**src/rtl/rcs_pkg.sv**
```systemverilog
package rcs_pkg;
    localparam int REG_W  = 8;
    localparam int IPEN_B = 7;
    localparam int PADH_B = 6;
    localparam int PADL_B = 5;
    localparam int SW_B   = 4;
    localparam int WDT_B  = 3;
    localparam int PD_B   = 2;
    localparam int PWR_B  = 1;
    localparam int BRN_B  = 0;
    localparam int CTRL_W = 1;

    typedef struct packed {
        logic ipen;
        logic sw;
        logic wdt;
        logic pd;
        logic pwr;
        logic brn;
    } rcs_flags_t;

    function automatic logic [REG_W-1:0] rcs_pack(input rcs_flags_t f);
        logic [REG_W-1:0] v;
        v         = '0;
        v[IPEN_B] = f.ipen;
        v[SW_B]   = f.sw;
        v[WDT_B]  = f.wdt;
        v[PD_B]   = f.pd;
        v[PWR_B]  = f.pwr;
        v[BRN_B]  = f.brn;
        return v;
    endfunction
endpackage

```
**src/rtl/rcs_ctrl_bits.sv**
```systemverilog
module rcs_ctrl_bits #(
    parameter int W = 1
) (
    input  logic         clk,
    input  logic         rst,
    input  logic         por,
    input  logic         wr_en,
    input  logic [W-1:0] wr_val,
    output logic [W-1:0] q
);
    for (genvar g = 0; g < W; g++) begin : g_bit
        always_ff @(posedge clk) begin
            if (rst || por)
                q[g] <= 1'b0;
            else if (wr_en)
                q[g] <= wr_val[g];
        end

        assert_ctrl_write_R3: assert property (@(posedge clk) disable iff (rst)
            (wr_en && !por) |=> q[g] == $past(wr_val[g]));
    end
endmodule

```
**src/rtl/rcs_wdt_flags.sv**
```systemverilog
module rcs_wdt_flags (
    input  logic clk,
    input  logic rst,
    input  logic por,
    input  logic wdt_to,
    input  logic sleep,
    input  logic clrwdt,
    output logic wdt_f,
    output logic pd_f
);
    always_ff @(posedge clk) begin
        if (rst || por) begin
            wdt_f <= 1'b1;
            pd_f  <= 1'b1;
        end else begin
            if (wdt_to)
                wdt_f <= 1'b0;
            else if (sleep || clrwdt)
                wdt_f <= 1'b1;
            if (sleep)
                pd_f <= 1'b0;
            else if (clrwdt)
                pd_f <= 1'b1;
        end
    end

    assert_wdt_clear_R5: assert property (@(posedge clk) disable iff (rst)
        (!por && wdt_to) |=> !wdt_f);
    assert_wdt_hold_R5: assert property (@(posedge clk) disable iff (rst)
        (!por && !wdt_to && !sleep && !clrwdt) |=> $stable(wdt_f));
    assert_pd_sleep_R6: assert property (@(posedge clk) disable iff (rst)
        (!por && sleep) |=> !pd_f);
    assert_pd_hold_R6: assert property (@(posedge clk) disable iff (rst)
        (!por && !sleep && !clrwdt) |=> $stable(pd_f));
endmodule

```
**src/rtl/rcs_reset_flags.sv**
```systemverilog
module rcs_reset_flags (
    input  logic clk,
    input  logic rst,
    input  logic por,
    input  logic bor,
    input  logic swrst,
    input  logic bor_en,
    input  logic wr_en,
    input  logic wr_sw,
    input  logic wr_pwr,
    input  logic wr_brn,
    output logic sw_f,
    output logic pwr_f,
    output logic brn_f
);
    logic bor_hit;
    assign bor_hit = bor && bor_en;

    always_ff @(posedge clk) begin
        if (rst || por) begin
            sw_f  <= 1'b1;
            pwr_f <= 1'b0;
            brn_f <= bor_en;
        end else begin
            if (swrst)
                sw_f <= 1'b0;
            else if (wr_en)
                sw_f <= wr_sw;
            if (wr_en)
                pwr_f <= wr_pwr;
            if (bor_hit)
                brn_f <= 1'b0;
            else if (wr_en)
                brn_f <= wr_brn;
        end
    end

    assert_sw_clear_R4: assert property (@(posedge clk) disable iff (rst)
        (!por && swrst) |=> !sw_f);
    assert_por_value_R11: assert property (@(posedge clk) disable iff (rst)
        por |=> (sw_f && !pwr_f && brn_f == $past(bor_en)));
    assert_brn_clear_R8: assert property (@(posedge clk) disable iff (rst)
        (!por && bor && bor_en) |=> !brn_f);
    assert_brn_ignore_R8: assert property (@(posedge clk) disable iff (rst)
        (!por && !bor_en && !wr_en) |=> $stable(brn_f));
    assert_pwr_hold_R7: assert property (@(posedge clk) disable iff (rst)
        (!por && !wr_en) |=> $stable(pwr_f));
endmodule

```
**src/rtl/rcs_status_reg.sv**
```systemverilog
module rcs_status_reg
    import rcs_pkg::*;
(
    input  logic             clk,
    input  logic             rst,
    input  logic             por_evt,
    input  logic             bor_evt,
    input  logic             wdt_to_evt,
    input  logic             sleep_evt,
    input  logic             clrwdt_evt,
    input  logic             swrst_evt,
    input  logic             bor_en,
    input  logic             rd_en,
    input  logic             wr_en,
    input  logic [REG_W-1:0] wr_data,
    output logic [REG_W-1:0] rd_data,
    output logic             irq_prio_en
);
    rcs_flags_t       flags;
    logic [REG_W-1:0] reg_val;
    logic [CTRL_W-1:0] ctrl_q;
    logic             unused_pad;

    assign unused_pad = ^{wr_data[PADH_B], wr_data[PADL_B], wr_data[WDT_B], wr_data[PD_B]};

    rcs_ctrl_bits #(.W(CTRL_W)) u_ctrl (
        .clk    (clk),
        .rst    (rst),
        .por    (por_evt),
        .wr_en  (wr_en),
        .wr_val (wr_data[IPEN_B +: CTRL_W]),
        .q      (ctrl_q)
    );

    rcs_wdt_flags u_wdt (
        .clk    (clk),
        .rst    (rst),
        .por    (por_evt),
        .wdt_to (wdt_to_evt),
        .sleep  (sleep_evt),
        .clrwdt (clrwdt_evt),
        .wdt_f  (flags.wdt),
        .pd_f   (flags.pd)
    );

    rcs_reset_flags u_rst (
        .clk    (clk),
        .rst    (rst),
        .por    (por_evt),
        .bor    (bor_evt),
        .swrst  (swrst_evt),
        .bor_en (bor_en),
        .wr_en  (wr_en),
        .wr_sw  (wr_data[SW_B]),
        .wr_pwr (wr_data[PWR_B]),
        .wr_brn (wr_data[BRN_B]),
        .sw_f   (flags.sw),
        .pwr_f  (flags.pwr),
        .brn_f  (flags.brn)
    );

    assign flags.ipen  = ctrl_q[0];
    assign reg_val     = rcs_pack(flags);
    assign rd_data     = rd_en ? reg_val : '0;
    assign irq_prio_en = ctrl_q[0];

    assert_pad_zero_R2: assert property (@(posedge clk) disable iff (rst)
        rd_data[PADH_B:PADL_B] == 2'b00);
    assert_ipen_pin_R3: assert property (@(posedge clk) disable iff (rst)
        rd_en |-> rd_data[IPEN_B] == irq_prio_en);
    assert_por_ipen_R11: assert property (@(posedge clk) disable iff (rst)
        por_evt |=> !irq_prio_en);
endmodule

```
**config.mk**
```make
export PLATFORM = sky130hd
export DESIGN_NAME = rcs_status_reg
export DESIGN_NICKNAME = d
export VERILOG_FILES = /design/src/rtl/rcs_pkg.sv /design/src/rtl/rcs_ctrl_bits.sv /design/src/rtl/rcs_wdt_flags.sv /design/src/rtl/rcs_reset_flags.sv /design/src/rtl/rcs_status_reg.sv
export SDC_FILE = /design/constraint.sdc
export NUM_CORES = 1
export LEC_CHECK = 0
export BUFFER_PORTS_ARGS = -buffer_cell sky130_fd_sc_hd__buf_2
export CAP_MARGIN = 30
export CORE_AREA = 3 3 40 42
export CTS_CLUSTER_SIZE = 24
export DETAILED_ROUTE_END_ITERATION = 8
export DIE_AREA = 0 0 43 45
export PLACE_DENSITY = 0.51
export SLEW_MARGIN = 10
export SYNTH_ARGS = -nofsm -noshare
export SYNTH_HDL_FRONTEND = slang
export SYNTH_SLANG_ARGS = --single-unit
```
**constraint.sdc**
```tcl
create_clock -name clk -period 1.3 [get_ports clk]
set_input_delay 0.26 -clock clk [delete_from_list [all_inputs] [get_ports clk]]
set_output_delay 0.26 -clock clk [all_outputs]
set_load 0.1 [all_outputs]
```
==> After elaboration in Yosys (flattened, before gate mapping) <==
Index checks and enable logic that the tools add are counted.
{ "op_classes": {"mux": 10, "reduce_logical": 7, "order_cmp": 0, "n_div": 0, "n_mul": 0, "bitwise_logic": 0, "n_addsub": 0, "eq_ne": 0, "n_shift": 0} }
{ "ops": {"columns": ["cell", "count"], "rows": [
  ["$mux W1", 9],
  ["$mux W8", 1],
  ["$reduce_bool A2 Y1", 3],
  ["$reduce_bool A3 Y1", 1],
  ["$logic_or A1 B1 Y1", 2],
  ["$logic_and A1 B1 Y1", 1]
]} }
{ "word_totals": {"n_memories": 0, "ramBits": 0, "regBits": 6, "latchBits": 0, "out_inout_bits": 9, "romBits": 0} }

==> Logic depth before layout (Yosys ltp) <==
Gate-level depths: netlist (run 1).
{ "depth": {"ltp_word": 3, "depth_mapped": 2} }

==> Cells and area by module <==
Synthesis (run 1) repeated with hierarchy kept, for this count alone.
{ "unflattened": {"hier_cells": 30, "hier_area_um2": 296.5} }
{ "modules_own_cells": {"columns": ["module", "instances", "area_each_um2", "seq_area_each_um2", "cells_each"], "rows": [
  ["rcs_reset_flags", 1, 137.6, 70.1, 11],
  ["rcs_wdt_flags", 1, 62.6, 40.0, 7],
  ["rcs_status_reg", 1, 56.3, 0.0, 9],
  ["rcs_ctrl_bits", 1, 40.0, 20.0, 3]
]} }

==> Worst setup path after synthesis (run 1) <==
No wires, ideal clock.
{ "synth_timing": {"path_type": "register to output", "startpoint": "register u_ctrl.q", "endpoint": "output port rd_data[7]", "path_stages_with_launch": 2, "path_buffers": 0, "t_arrival_ns": 1.812, "t_required_ns": 1.040, "path_slack_ns": -0.772, "cell_sequence": "dfxtp_1 and2_1"} }
{ "synth_via": {"elab_chain_cells": 1} }
{ "synth_rtl": {"columns": ["item", "line_no", "text"], "rows": [
  ["start, declared", "rcs_ctrl_bits.sv:9", "output logic [W-1:0] q"],
  ["start signal, assigned by index", "rcs_ctrl_bits.sv:16", "q[g] <= wr_val[g];"],
  ["$mux W8", "rcs_status_reg.sv:64", "assign rd_data = rd_en ? reg_val : '0;"],
  ["end, declared", "rcs_status_reg.sv:16", "output logic [REG_W-1:0] rd_data,"]
]} }
No other way between the ends.

==> Worst setup path in the final report (run 1) <==
{ "layout_timing": {"startpoint": "register u_rst.brn_f", "endpoint": "output port rd_data[0]"} }
{ "layout_via": {"elab_chain_cells": 1} }
{ "layout_rtl": {"columns": ["item", "line_no", "text"], "rows": [
  ["start, declared", "rcs_reset_flags.sv:14", "output logic brn_f"],
  ["start signal, assigned", "rcs_reset_flags.sv:23", "brn_f <= bor_en;"],
  ["start signal, assigned", "rcs_reset_flags.sv:34", "brn_f <= wr_brn;"],
  ["$mux W8", "rcs_status_reg.sv:64", null]
]} }
No other way between the ends.

==> results.json, run 1 <==
{
  "status": "completed",
  "overflow": 0,
  "crit_path_cell_trace": "and2_1 > buf_12",
  "drc": 0,
  "clkTransAtPathRegs_ns": 0.05,
  "topRoutingLayerUsed": "met3",
  "crit_cells": 2,
  "coreArea_sq_um": 1280,
  "h-tree-depth": 1,
  "critPathBufInv": 1,
  "clock_skew_ns": 0,
  "seq_area_frac_synth": 0.460,
  "cts_buffers": 3,
  "area_delta_synth_final_pct": 90.3,
  "drive_gt1_frac": 0.574,
  "whs_ns": 0.220,
  "synthArstFlopShare": 0,
  "final_max_slew_viol_count": 0,
  "synth_top_cell_area_share": 0.354,
  "dp_hpwl_um": 602,
  "num-nets-final": 74,
  "hold_depth": 2,
  "die_y_um": 45,
  "wl_um": 742,
  "clock_sinks": 6,
  "synth-seq-cells": 6,
  "initial_core_util": 0.220,
  "antenna_left": 0,
  "synth_warnings": 0,
  "dominantRegCellSynth": "dfxtp_1",
  "routed-wl-met3_um": 33,
  "postCtsResizedCells": 0,
  "die_width_um": 43,
  "fp.dieArea_sq_um": 1940,
  "max_freq_ghz": 0.829,
  "syn_inst": 30,
  "synth_common_cells": "and2_1, dfxtp_1, nor2_1, mux2i_1, o21ai_0",
  "boundaryPins": 28,
  "cts_tree": "yes",
  "crit_slowest_cell": "edfxtp_1",
  "rsz0062_at_grt": "false",
  "p_leak_nw": 0.246,
  "routed_via_density": 4.14,
  "routed-via-count": 286,
  "yosysTopAreaCell": "dfxtp_1",
  "wl_per_cell_um": 10.8,
  "grt_pass1_vias": 271,
  "post-route-period-util": 0.928,
  "yosysMostFrequentCell": "and2_1",
  "hold_viol_final": 0,
  "rows": 13,
  "cts_setup_buffers": 0,
  "cap_violations": 0,
  "antenna_found_initial": 0,
  "irDropWorstVdd_v": 0.000522,
  "p_per_area_nw_per_um2": 1120,
  "synth_area_leaders": "dfxtp_1, and2_1, mux2i_1",
  "drtIter0Drc": 8,
  "crit_path_end_kind": "primary output",
  "first_pass_iters": 2,
  "period_needed_ns": 1.21,
  "grt_usage": 0.0793,
  "hold_buffers": 0,
  "wl_met2_um": 434,
  "fill_cells": 126,
  "routabilityCongestion": 0.722,
  "critPathKind": "register to primary output",
  "hold_class": "input port to register",
  "arrival_ns": 0.95,
  "worstRegToRegCells": 2,
  "critPathLaunchType": "register",
  "clk_latency_ns": 0.25,
  "crit_family": "flip-flops",
  "slowest_delay_ns": 0.34,
  "worstPathMaxFanout": 1,
  "finalSetupViolations": 0,
  "grt_max_degree": 7,
  "cts-root-buf": "clkbuf_4",
  "diodes": 0,
  "required_ns": 1.04,
  "fin_setup_tns_ns": 0,
  "regArea_sq_um": 134,
  "multi_input_area_sq_um": 149,
  "ys_types": 13,
  "total_power_mw": 0.603,
  "io_buffers": 21,
  "clock_path_buffers": 2,
  "synth_edf_count": 1,
  "grt_pass1_wl_um": 1050,
  "netlist_area_sq_um": 283,
  "syn_avg_cell_area_sq_um": 9.43,
  "wl_met1_um": 274
}
## registers in the layout (all words and copies together) (netlist names)
signal,count
u_wdt.pd_f,1
u_wdt.wdt_f,1
u_rst.sw_f,1
u_rst.brn_f,1
u_rst.pwr_f,1
u_ctrl.q,1
## where the power goes
group / switching [mW] / internal [mW] / leakage [nW] / total [mW]
sequential: 0.00384 / 0.198 / 0.0525 / 0.202
combinational: 0.139 / 0.0748 / 0.178 / 0.213
clock: 0.0709 / 0.116 / 0.0150 / 0.187
total: 0.213 / 0.390 / 0.246 / 0.603
## metrics by stage
stage | util | setup slack, ns | std cells | cell area, sq um
floorplan | - | 0.000602 | 31 | 298
global placement | 0.398 | 0.187 | 65 | 512
detailed placement | 0.398 | 0.185 | 65 | 512
CTS | 0.419 | 0.0800 | 69 | 538
global route | 0.419 | 0.0528 | 69 | 538
finish | 0.419 | 0.0932 | 69 | 538
## cell families (layout without fill, tap and decap cells)
logic type             Yosys count  after routing  synth area share
AO/OA/AOI/OAI                    5              5             0.111
AND/OR/NAND/NOR                 13             13             0.257
other                            1              2            0.0133
multiplexers                     3              3             0.106
buffers and inverters            2             25            0.0531
flip-flops                       6              6             0.460
## worst paths after layout
path / from / endpoint / slack (ns)
setup / recovery: u_rst.brn_f$_DFFE_PP_ / rd_data[0] / 0.09
hold / removal: swrst_evt / u_rst.sw_f$_SDFFE_PP1P_ / 0.22
setup reg to reg: u_wdt.wdt_f$_SDFFE_PP1P_ / u_wdt.wdt_f$_SDFFE_PP1P_ / 0.62
hold reg to reg: u_wdt.pd_f$_SDFFE_PP1P_ / u_wdt.pd_f$_SDFFE_PP1P_ / 0.50
## area by class of cell
class / instances / share of cell area
Sequential cell: 6 / 0.249
Tap cell: 15 / 0.0349
Timing Repair Buffer: 21 / 0.391
Multi-Input combinational cell: 23 / 0.277
Clock buffer: 4 / 0.0488
## placed cells by master, fill, tap and decap left out
cell      Yosys  routed
buf_2         0      14
buf_12        0       7
and2_2        0       4
nor2_1        4       4
dfxtp_1       5       4
o21ai_0       3       3
mux2i_1       3       3
clkbuf_4      0       3
conb_1        1       2
a211oi_1      1       1
nand2b_1      1       1
or2_4         1       1
a22o_1        1       1
and2_4        0       1
nor3_1        1       1
and2_1        6       1
clkbuf_1      0       1
dfxtp_4       0       1
edfxtp_1      1       1
## metal layers
layer	GRT usage	vias to the layer above
met5	0	-
met4	0.0904	0
met3	0.0279	0
met2	0.132	7
met1	0.0704	133
li1	-	146
(Power assumes the default switching activity.)
==> inputs of run 2 (changes only) <==
- PLACE_DENSITY: 0.51 -> 0.53
- clock period: 1.3 -> 1.03 ns (I/O delays scaled with it)
==> run 2 against run 1 <==
The flow now finishes with violations (setup timing). First-iteration DRC count shrank 63%. Cell area is 6.3% higher. Worst setup slack got worse by 0.18 ns. Utilization is 2.6 points higher. Wire length fell by 6.6%. Sequential share of layout area is 1.0 points lower. Combinational power rose by 32%. Power increased by 29%. Sequential power is 27% higher. Largest cell class unchanged.
==> results.json, run 2 (synthesis results as in run 1) <==
{
  "status": "finished, violations left",
  "violations": "setup timing",
  "coreArea_sq_um": 1280,
  "rows": 13,
  "internal-power_mw": 0.504,
  "multi_input_area_sq_um": 154,
  "fill_cells": 123,
  "worstPathMaxFanout": 2,
  "dp_hpwl_um": 561,
  "cap_violations": 0,
  "post-route-period-util": 1.08,
  "h-tree-depth": 1,
  "arrival_ns": 0.91,
  "antenna_found_initial": 0,
  "area_delta_synth_final_pct": 102,
  "p_per_area_nw_per_um2": 1360,
  "switchingPower_mw": 0.272,
  "initial_core_util": 0.220,
  "grt_pass1_vias": 291,
  "clock_skew_ns": 0,
  "irDropWorstVdd_v": 0.000685,
  "cts-root-buf": "clkbuf_4",
  "overflow": 0,
  "wl_um": 693,
  "hold_class": "input port to register",
  "final_area_sq_um": 572,
  "required_ns": 0.82,
  "p_comb_frac": 0.363,
  "die_width_um": 43,
  "wl_per_cell_um": 9.63,
  "cts_buffers": 3,
  "antenna_left": 0,
  "placed_area_sq_um": 528,
  "swShare": 0.351,
  "crit_path_end_kind": "primary output",
  "fp.dieArea_sq_um": 1940,
  "clkTransAtPathRegs_ns": 0.05,
  "clk_latency_ns": 0.24,
  "hold_viol_final": 0,
  "rsz0062_at_grt": "true",
  "die_y_um": 45,
  "grt_usage": 0.0869,
  "seqPwrFrac": 0.330,
  "critPathKind": "register to primary output",
  "p_leak_nw": 0.265,
  "clock_sinks": 6,
  "period_needed_ns": 1.11,
  "finalSetupViolations": 7,
  "regArea_sq_um": 136,
  "max_freq_ghz": 0.898,
  "hold_buffers": 0,
  "io_buffers": 21,
  "mostFrequentLayoutCell": "buf_2",
  "routed-via-count": 298,
  "first_pass_iters": 2,
  "diodes": 0,
  "critPathLaunchType": "register",
  "routed_via_density": 4.14,
  "clock_path_buffers": 2,
  "drc": 0,
  "drive_gt1_frac": 0.649,
  "num-nets-final": 77,
  "drtIter0Drc": 3,
  "clock_power_share": 0.308,
  "layout_common_cells": "buf_2, buf_12, and2_4, nor2_1",
  "routabilityCongestion": 0.704,
  "cts_tree": "yes",
  "grt_pass1_wl_um": 1180,
  "setup_ws_ns": -0.0830,
  "whs_ns": 0.153,
  "final_max_slew_viol_count": 0,
  "boundaryPins": 28,
  "grt_max_degree": 7
}
[run 2: path summary, 6_finish.rpt]
kind | start | to | slack, ns | depth (start not counted)
setup reg to reg | u_wdt.wdt_f$_SDFFE_PP1P_ | u_wdt.wdt_f$_SDFFE_PP1P_ | 0.36 | 2
hold reg to reg | u_rst.pwr_f$_SDFFE_PP0P_ | u_rst.pwr_f$_SDFFE_PP0P_ | 0.48 | 2
setup / recovery | u_wdt.wdt_f$_SDFFE_PP1P_ | rd_data[3] | -0.08 | 2
hold / removal | swrst_evt | u_rst.sw_f$_SDFFE_PP1P_ | 0.15 | 2
[run 2: final cells by class]
class                      count  share of cell area
timing repair buffer          24               0.414
tap                           15              0.0328
sequential                     6               0.239
clock buffer                   4              0.0460
multi-input combinational     23               0.269
[run 2: worst max-delay path: stages, from the launching register on]
cell and delay, ns:
dfxtp_1 0.32, and2_2 0.17, buf_12 0.17
[run 2: layer usage]
layer | global-route usage | vias to the layer above | routed length (um)
li1 | - | 152 | -
met1 | 0.0852 | 133 | 280
met2 | 0.144 | 13 | 360
met3 | 0.0359 | 0 | 52
met4 | 0.0723 | 0 | 0
met5 | 0 | - | 0
[run 2: power by group through the flow]
stage	clock [mW]	sequential, mW	combinational [mW]
5_1_grt	0.264	0.256	0.295
3_5_place_dp	0	0.260	0.275
6_report	0.239	0.256	0.281
4_1_cts	0.250	0.255	0.281
2_1_floorplan	0	0.267	0.165
3_3_place_gp	0	0.259	0.274
[run 2: what timing repair did]
action | in CTS | in global routing
hold endpoints to repair | 0 | 0
endpoints found under the setup margin | 6 | 7
gates cloned | 0 | 0
gates resized for setup | 2 | 4
pin swaps | 1 | 0
setup buffers | 1 | 0
[run 2: per-stage QoR]
stage | util | setup slack (ns) | std cells | setup TNS [ns] | power [mW]
after floorplan | - | -0.0882 | 31 | -0.0882 | 0.433
after global placement | 0.411 | -0.0162 | 67 | -0.0162 | 0.533
after detailed placement | 0.411 | -0.0214 | 67 | -0.0214 | 0.535
after CTS | 0.441 | -0.0930 | 72 | -0.529 | 0.785
after global routing | 0.445 | -0.109 | 72 | -0.635 | 0.815
final | 0.445 | -0.0830 | 72 | -0.417 | 0.776
